`config.mk`:
```
export PLATFORM = sky130hd
export DESIGN_NAME = rtc_regport
export DESIGN_NICKNAME = d
export VERILOG_FILES = /design/src/rtl/rtc_regport_pkg.sv /design/src/rtl/rtc_index_ptr.sv /design/src/rtl/rtc_byte_store.sv /design/src/rtl/rtc_irq_unit.sv /design/src/rtl/rtc_regport.sv
export SDC_FILE = /design/constraint.sdc
export NUM_CORES = 2
export LEC_CHECK = 0
export BUFFER_PORTS_ARGS = -buffer_cell sky130_fd_sc_hd__buf_2
export CAP_MARGIN = 20
export CORE_MARGIN = 2
export CORE_UTILIZATION = 35
export CTS_CLUSTER_DIAMETER = 50
export DETAILED_ROUTE_END_ITERATION = 12
export SETUP_SLACK_MARGIN = 0.5
export SYNTH_ARGS = -nofsm -noshare
export SYNTH_HDL_FRONTEND = slang
export SYNTH_SLANG_ARGS = --single-unit
```
`constraint.sdc`:
```
create_clock -name clk -period 4 [get_ports clk]
set_clock_uncertainty 0.15 [all_clocks]
set_input_delay 0.8 -clock clk [delete_from_list [all_inputs] [get_ports clk]]
set_output_delay 0.8 -clock clk [all_outputs]
set_load 0.05 [all_outputs]
```
`src/rtl/rtc_regport_pkg.sv`:
```
package rtc_regport_pkg;

    parameter int RP_IDX_W  = 7;
    parameter int RP_DATA_W = 8;
    parameter int RP_NSRC   = 3;

    localparam logic [RP_IDX_W-1:0] IDX_CTRL_B   = 7'h0B;
    localparam logic [RP_IDX_W-1:0] IDX_FLAGS    = 7'h0C;
    localparam logic [RP_IDX_W-1:0] IDX_STATUS   = 7'h0D;
    localparam logic [RP_IDX_W-1:0] IDX_CENTURY  = 7'h32;
    localparam logic [RP_IDX_W-1:0] IDX_CENT_ALT = 7'h37;

    localparam logic [RP_DATA_W-1:0] STATUS_VALUE = 8'h80;

    // Bit positions inside the control byte; enables line up with flag bits.
    localparam int BIT_SETMODE = 7;
    localparam int BIT_UPD_EN  = 4;
    localparam int SRC_LSB     = 4;

    typedef enum logic [1:0] {
        WR_NONE,
        WR_INDEX,
        WR_DATA
    } wr_kind_e;

    typedef enum logic [1:0] {
        TGT_PLAIN,
        TGT_CTRL,
        TGT_READONLY
    } tgt_kind_e;

    function automatic logic [RP_IDX_W-1:0] resolve_index(input logic [RP_IDX_W-1:0] idx);
        return (idx == IDX_CENT_ALT) ? IDX_CENTURY : idx;
    endfunction

    function automatic tgt_kind_e classify(input logic [RP_IDX_W-1:0] idx);
        if (idx == IDX_FLAGS || idx == IDX_STATUS) return TGT_READONLY;
        if (idx == IDX_CTRL_B)                     return TGT_CTRL;
        return TGT_PLAIN;
    endfunction

    function automatic logic [RP_DATA_W-1:0] mask_ctrl(input logic [RP_DATA_W-1:0] v);
        logic [RP_DATA_W-1:0] r;
        r = v;
        if (v[BIT_SETMODE]) r[BIT_UPD_EN] = 1'b0;
        return r;
    endfunction

endpackage

```
`src/rtl/rtc_index_ptr.sv`:
```
module rtc_index_ptr
    import rtc_regport_pkg::*;
#(
    parameter int IW = RP_IDX_W
) (
    input  logic          clk,
    input  logic          rst,
    input  wr_kind_e      kind,
    input  logic [IW-1:0] load_val,
    output logic [IW-1:0] idx_q,
    output logic [IW-1:0] tgt_idx
);

    logic [IW-1:0] idx_d;

    always_comb begin
        tgt_idx = resolve_index(idx_q);
    end

    always_comb begin
        unique case (kind)
            WR_INDEX: idx_d = load_val;
            WR_DATA:  idx_d = tgt_idx;
            default:  idx_d = idx_q;
        endcase
    end

    always_ff @(posedge clk) begin
        if (rst) idx_q <= '0;
        else     idx_q <= idx_d;
    end

endmodule

```
`src/rtl/rtc_byte_store.sv`:
```
module rtc_byte_store
    import rtc_regport_pkg::*;
#(
    parameter int IW = RP_IDX_W,
    parameter int DW = RP_DATA_W
) (
    input  logic          clk,
    input  logic          rst,
    input  logic          we,
    input  logic [IW-1:0] waddr,
    input  logic [DW-1:0] wdata,
    input  logic [IW-1:0] raddr,
    output logic [DW-1:0] rdata,
    output logic [DW-1:0] ctrl_b
);

    localparam int DEPTH = 1 << IW;

    logic [DW-1:0] mem [DEPTH];

    always_ff @(posedge clk) begin
        if (rst) begin
            for (int i = 0; i < DEPTH; i++) mem[i] <= '0;
        end else if (we) begin
            mem[waddr] <= wdata;
        end
    end

    assign rdata  = mem[raddr];
    assign ctrl_b = mem[IDX_CTRL_B];

endmodule

```
`src/rtl/rtc_irq_unit.sv`:
```
module rtc_irq_unit
    import rtc_regport_pkg::*;
#(
    parameter int NSRC = RP_NSRC
) (
    input  logic            clk,
    input  logic            rst,
    input  logic [NSRC-1:0] set_pulse,
    input  logic            clr,
    input  logic [NSRC-1:0] en_next,
    output logic [NSRC-1:0] flags_q,
    output logic            irq_q
);

    logic [NSRC-1:0] flags_d;
    logic [NSRC-1:0] active_d;

    for (genvar s = 0; s < NSRC; s++) begin : g_src
        always_comb begin
            flags_d[s]  = (flags_q[s] & ~clr) | set_pulse[s];
            active_d[s] = flags_d[s] & en_next[s];
        end
    end

    always_ff @(posedge clk) begin
        if (rst) begin
            flags_q <= '0;
            irq_q   <= 1'b0;
        end else begin
            flags_q <= flags_d;
            irq_q   <= |active_d;
        end
    end

endmodule

```
`src/rtl/rtc_regport.sv`:
```
module rtc_regport
    import rtc_regport_pkg::*;
#(
    parameter int IW   = RP_IDX_W,
    parameter int DW   = RP_DATA_W,
    parameter int NSRC = RP_NSRC
) (
    input  logic          clk,
    input  logic          rst,
    input  logic          wr_en,
    input  logic          wr_sel,
    input  logic [DW-1:0] wr_data,
    input  logic          rd_en,
    input  logic          per_set,
    input  logic          alm_set,
    input  logic          upd_set,
    output logic [IW-1:0] cur_index,
    output logic [DW-1:0] rd_data,
    output logic          irq
);

    localparam int SRC_MSB = SRC_LSB + NSRC - 1;
    localparam int PAD_W   = DW - NSRC - 1;

    wr_kind_e        kind;
    tgt_kind_e       tgt_kind;
    logic [IW-1:0]   idx_q;
    logic [IW-1:0]   tgt_idx;
    logic            store_we;
    logic [DW-1:0]   store_wd;
    logic [DW-1:0]   store_rd;
    logic [DW-1:0]   ctrl_b;
    logic [NSRC-1:0] en_next;
    logic [NSRC-1:0] flags_q;
    logic            irq_q;
    logic            flag_clr;

    always_comb begin
        if (!wr_en)      kind = WR_NONE;
        else if (wr_sel) kind = WR_DATA;
        else             kind = WR_INDEX;
    end

    rtc_index_ptr #(.IW(IW)) u_ptr (
        .clk      (clk),
        .rst      (rst),
        .kind     (kind),
        .load_val (wr_data[IW-1:0]),
        .idx_q    (idx_q),
        .tgt_idx  (tgt_idx)
    );

    always_comb begin
        tgt_kind = classify(tgt_idx);
        store_we = (kind == WR_DATA) && (tgt_kind != TGT_READONLY);
        store_wd = (tgt_kind == TGT_CTRL) ? mask_ctrl(wr_data) : wr_data;
        en_next  = (store_we && tgt_kind == TGT_CTRL) ? store_wd[SRC_MSB:SRC_LSB]
                                                      : ctrl_b[SRC_MSB:SRC_LSB];
        flag_clr = rd_en && (idx_q == IDX_FLAGS);
    end

    rtc_byte_store #(.IW(IW), .DW(DW)) u_store (
        .clk    (clk),
        .rst    (rst),
        .we     (store_we),
        .waddr  (tgt_idx),
        .wdata  (store_wd),
        .raddr  (idx_q),
        .rdata  (store_rd),
        .ctrl_b (ctrl_b)
    );

    rtc_irq_unit #(.NSRC(NSRC)) u_irq (
        .clk       (clk),
        .rst       (rst),
        .set_pulse ({per_set, alm_set, upd_set}),
        .clr       (flag_clr),
        .en_next   (en_next),
        .flags_q   (flags_q),
        .irq_q     (irq_q)
    );

    always_comb begin
        if (idx_q == IDX_FLAGS)       rd_data = {irq_q, flags_q, {PAD_W{1'b0}}};
        else if (idx_q == IDX_STATUS) rd_data = STATUS_VALUE;
        else                          rd_data = store_rd;
    end

    assign cur_index = idx_q;
    assign irq       = irq_q;

endmodule

```
==> flow_summary.ini <==
[outcome]
status = finished with violations
violations = negative setup slack

[clocking]
htreeDepth = 3
root_buffer = clkbuf_16
cts_buffer_depth = 3
insertion_delay_ns = 0.71
cts_tree = built
clkTransAtPathRegs_ns = 0.06
cts_buffers = 114
cts.sinks = 1042

[placement]
io_buffers = 31
place_congestion = 0.8850
detailed_place_hpwl_um = 91840
dp_cells = 5143
dpl_cell_area_um2 = 52000

[sta]
finalSetupViolations = 8
hold_ws_ns = 0.1961
finalMaxSlewViolations = 0
relSlewSlack_pct = 27.79
fin_crit_sh_pct = 113.0
hold_violations = 0
fmax_ghz = 0.2213
period_needed_ns = 4.519
rsz0062_at_grt = true
worst_pin_slew_ns = 1.077
setup_tns_ns = -2.571
setup_ws_ns = -0.5192

[floorplanning]
dieArea_um2 = 143100
rows = 137
core-area_um2 = 139400
die_y_um = 378.3
initial_core_util_pct = 35.19
ios = 32
die_width_um = 378.3

[route]
vias = 31462
drc = 0
drt-initial-drc-count = 3763
routed_wl_um = 153200
drtPass1Iterations = 6
routedWlPerCell_um = 28.22
antenna_left = 0
vias_per_cell = 5.794

[setup_path]
cp.required_ns = 3.05
end_kind = output port
critPathMaxFanout = 5
timing.rr.start = u_ptr.idx_q[2]
critPathKind = flop to output port
critPathArrivalTime_ns = 3.57
start_kind = flop
worstSetupEndpoint = rd_data[5]
r2r_slack_ns = 0.62
r2r_cells = 7
worstReg2RegEnd = u_store.mem[10][3]

[power]
pwr-share-comb_pct = 9.0
p_total_w = 0.02575
seq_power_share_pct = 48.4
vdd_drop_max_mv = 0.4203
leakagePower_nw = 23.41
p_sw_share_pct = 23.67
power_density_nw_per_um2 = 444.5
p_sw_w = 0.006096
power.internal_w = 0.01965
clkPwrFrac_pct = 42.6

[synth]
synthTopCellsByCount = 1024 x edfxtp_1, 876 x and3_1, 345 x clkbuf_1
ys_warn_count = 0
ys_seq_area_share_pct = 63.44
async_flop_share_pct = 0
synth-seq-cells = 1042
synth_ff_type = edfxtp_1
netlist_top_cells_area = edfxtp_1 63%, and3_1 11%, mux4_2 9.1%
synth_edf_count = 1024
yosysMostFrequentCell = edfxtp_1
avgSynthCellArea_um2 = 14.28
synth_cells = 3435
yosysTopAreaCellShare_pct = 62.70
yosysUniqueCellTypes = 70
synth_top_area_cell = edfxtp_1
syn_area_um2 = 49040

[global_route]
grt_pass1_wl_um = 222200
grt_pass1_vias = 30885
overflow = 0
antenna_found_initial = 4
grt_usage_pct = 21.23
grt_start_max_net_pins = 122

[layout]
drive_above_1_share_pct = 23.84
fillers = 12443
areaGrowthSynthToFinish_pct = 18.13
finalNonFillerCells = 5430
final_nets = 3476
final_design_area_no_fill_um2 = 57930

[job]
drv_cap = 0

[worst_hold_path]
min_path_type = input pin to flop
==> repair_timing <==
| item | in CTS | in global routing |
|---|---|---|
| buffers inserted | 45 | 16 |
| endpoints found under the setup margin | 8 | 16 |
| hold buffers | 0 | 0 |
| resized for setup | 177 | 24 |
| cloned | 16 | 0 |
| pin swaps | 44 | 15 |
==> routing by layer <==
layer / global-route usage [%] / vias up / part of all wire [%] / routed length [um]
met5: 0 / - / 0.027 / 41
met4: 6.532 / 6 / 3.2 / 4837
met3: 4.574 / 281 / 9.5 / 14500
met2: 33.35 / 1537 / 46 / 71180
met1: 29.44 / 16211 / 41 / 62680
li1: - / 13427 / - / -
==> power by group through the flow <==
stage	clock (W)	combinational (W)	sequential [W]
floorplan	0	0.00115	0.0126
global placement	0	0.00199	0.0127
detailed placement	0	0.00200	0.0127
CTS	0.0110	0.00227	0.0125
global route	0.0115	0.00240	0.0125
finish	0.0110	0.00233	0.0125
==> layout make-up <==
cell class	count	area, um^2	area share [%]
diodes	1	2.502	0.004320
well taps	1876	2347	4.052
inverters	5	21.27	0.03672
flip-flops and latches	1042	31130	53.74
multi-input cells	1964	16790	28.99
clock buffers	140	2993	5.167
repair buffers	333	3781	6.527
clock inverters	69	858.3	1.482
==> registers in the layout (all words and copies together), names as in the netlist, named ones only <==
name	flops
u_store.mem	1024
u_irq.irq_q	1
u_irq.flags_q	3
u_ptr.idx_q	7
==> per-stage QoR <==
| stage | utilization (%) | worst slack (ns) |
|---|---|---|
| after floorplan | - | 0.5813 |
| after global placement | 37.31 | -0.3218 |
| after detailed placement | 37.32 | -0.3526 |
| after CTS | 41.35 | -0.4193 |
| after global routing | 41.57 | -0.4885 |
| final | 41.57 | -0.5192 |
==> cells in the final DEF, fill, tap and decap left out, types with 22 or more instances in the layout <==
cell type / netlist / layout
nand2_1: 104 / 100
mux2i_1: 140 / 124
conb_1: 1 / 24
nor2_1: 69 / 51
clkbuf_16: 0 / 116
a21o_1: 104 / 104
clkbuf_1: 345 / 24
buf_6: 16 / 22
and3_1: 876 / 876
nor3_1: 108 / 106
a21oi_1: 33 / 26
edfxtp_1: 1024 / 1024
buf_4: 22 / 211
a22oi_1: 38 / 32
mux4_2: 198 / 199
buf_12: 4 / 52
==> cell families (layout without fill, tap and decap cells) <==
group	after synthesis	count (layout)	synth area share, %
mux	364	364	12.82
other cells	1	25	0.007647
compound gates	284	284	4.166
buf+inv	452	547	4.182
simple gates	1292	1292	15.38
flops	1042	1042	63.44
==> worst max-delay path, cell delays in order, from the launching register on <==
cell and delay, ns:
dfxtp_4 0.43, buf_12 0.18, buf_12 0.12, mux4_2 0.52
mux2_4 0.27, o211ai_1 0.53, o311ai_4 0.26, a41o_4 0.36
buf_8 0.16
==> how the worst min path moves through the flow <==
stage / endpoint / start / cells after the start / slack, ns
detailed placement: u_irq.flags_q[0] / u_irq.flags_q[0] / 2 / 0.40
finish: u_irq.flags_q[2] / per_set / 3 / 0.20
CTS: u_irq.flags_q[2] / per_set / 3 / 0.16
global route: u_irq.flags_q[1] / alm_set / 3 / 0.20
global placement: u_irq.flags_q[0] / u_irq.flags_q[0] / 2 / 0.38
floorplan: u_irq.flags_q[0] / u_irq.flags_q[0] / 2 / 0.33
No activity file was read; power rests on OpenSTA's default activity.
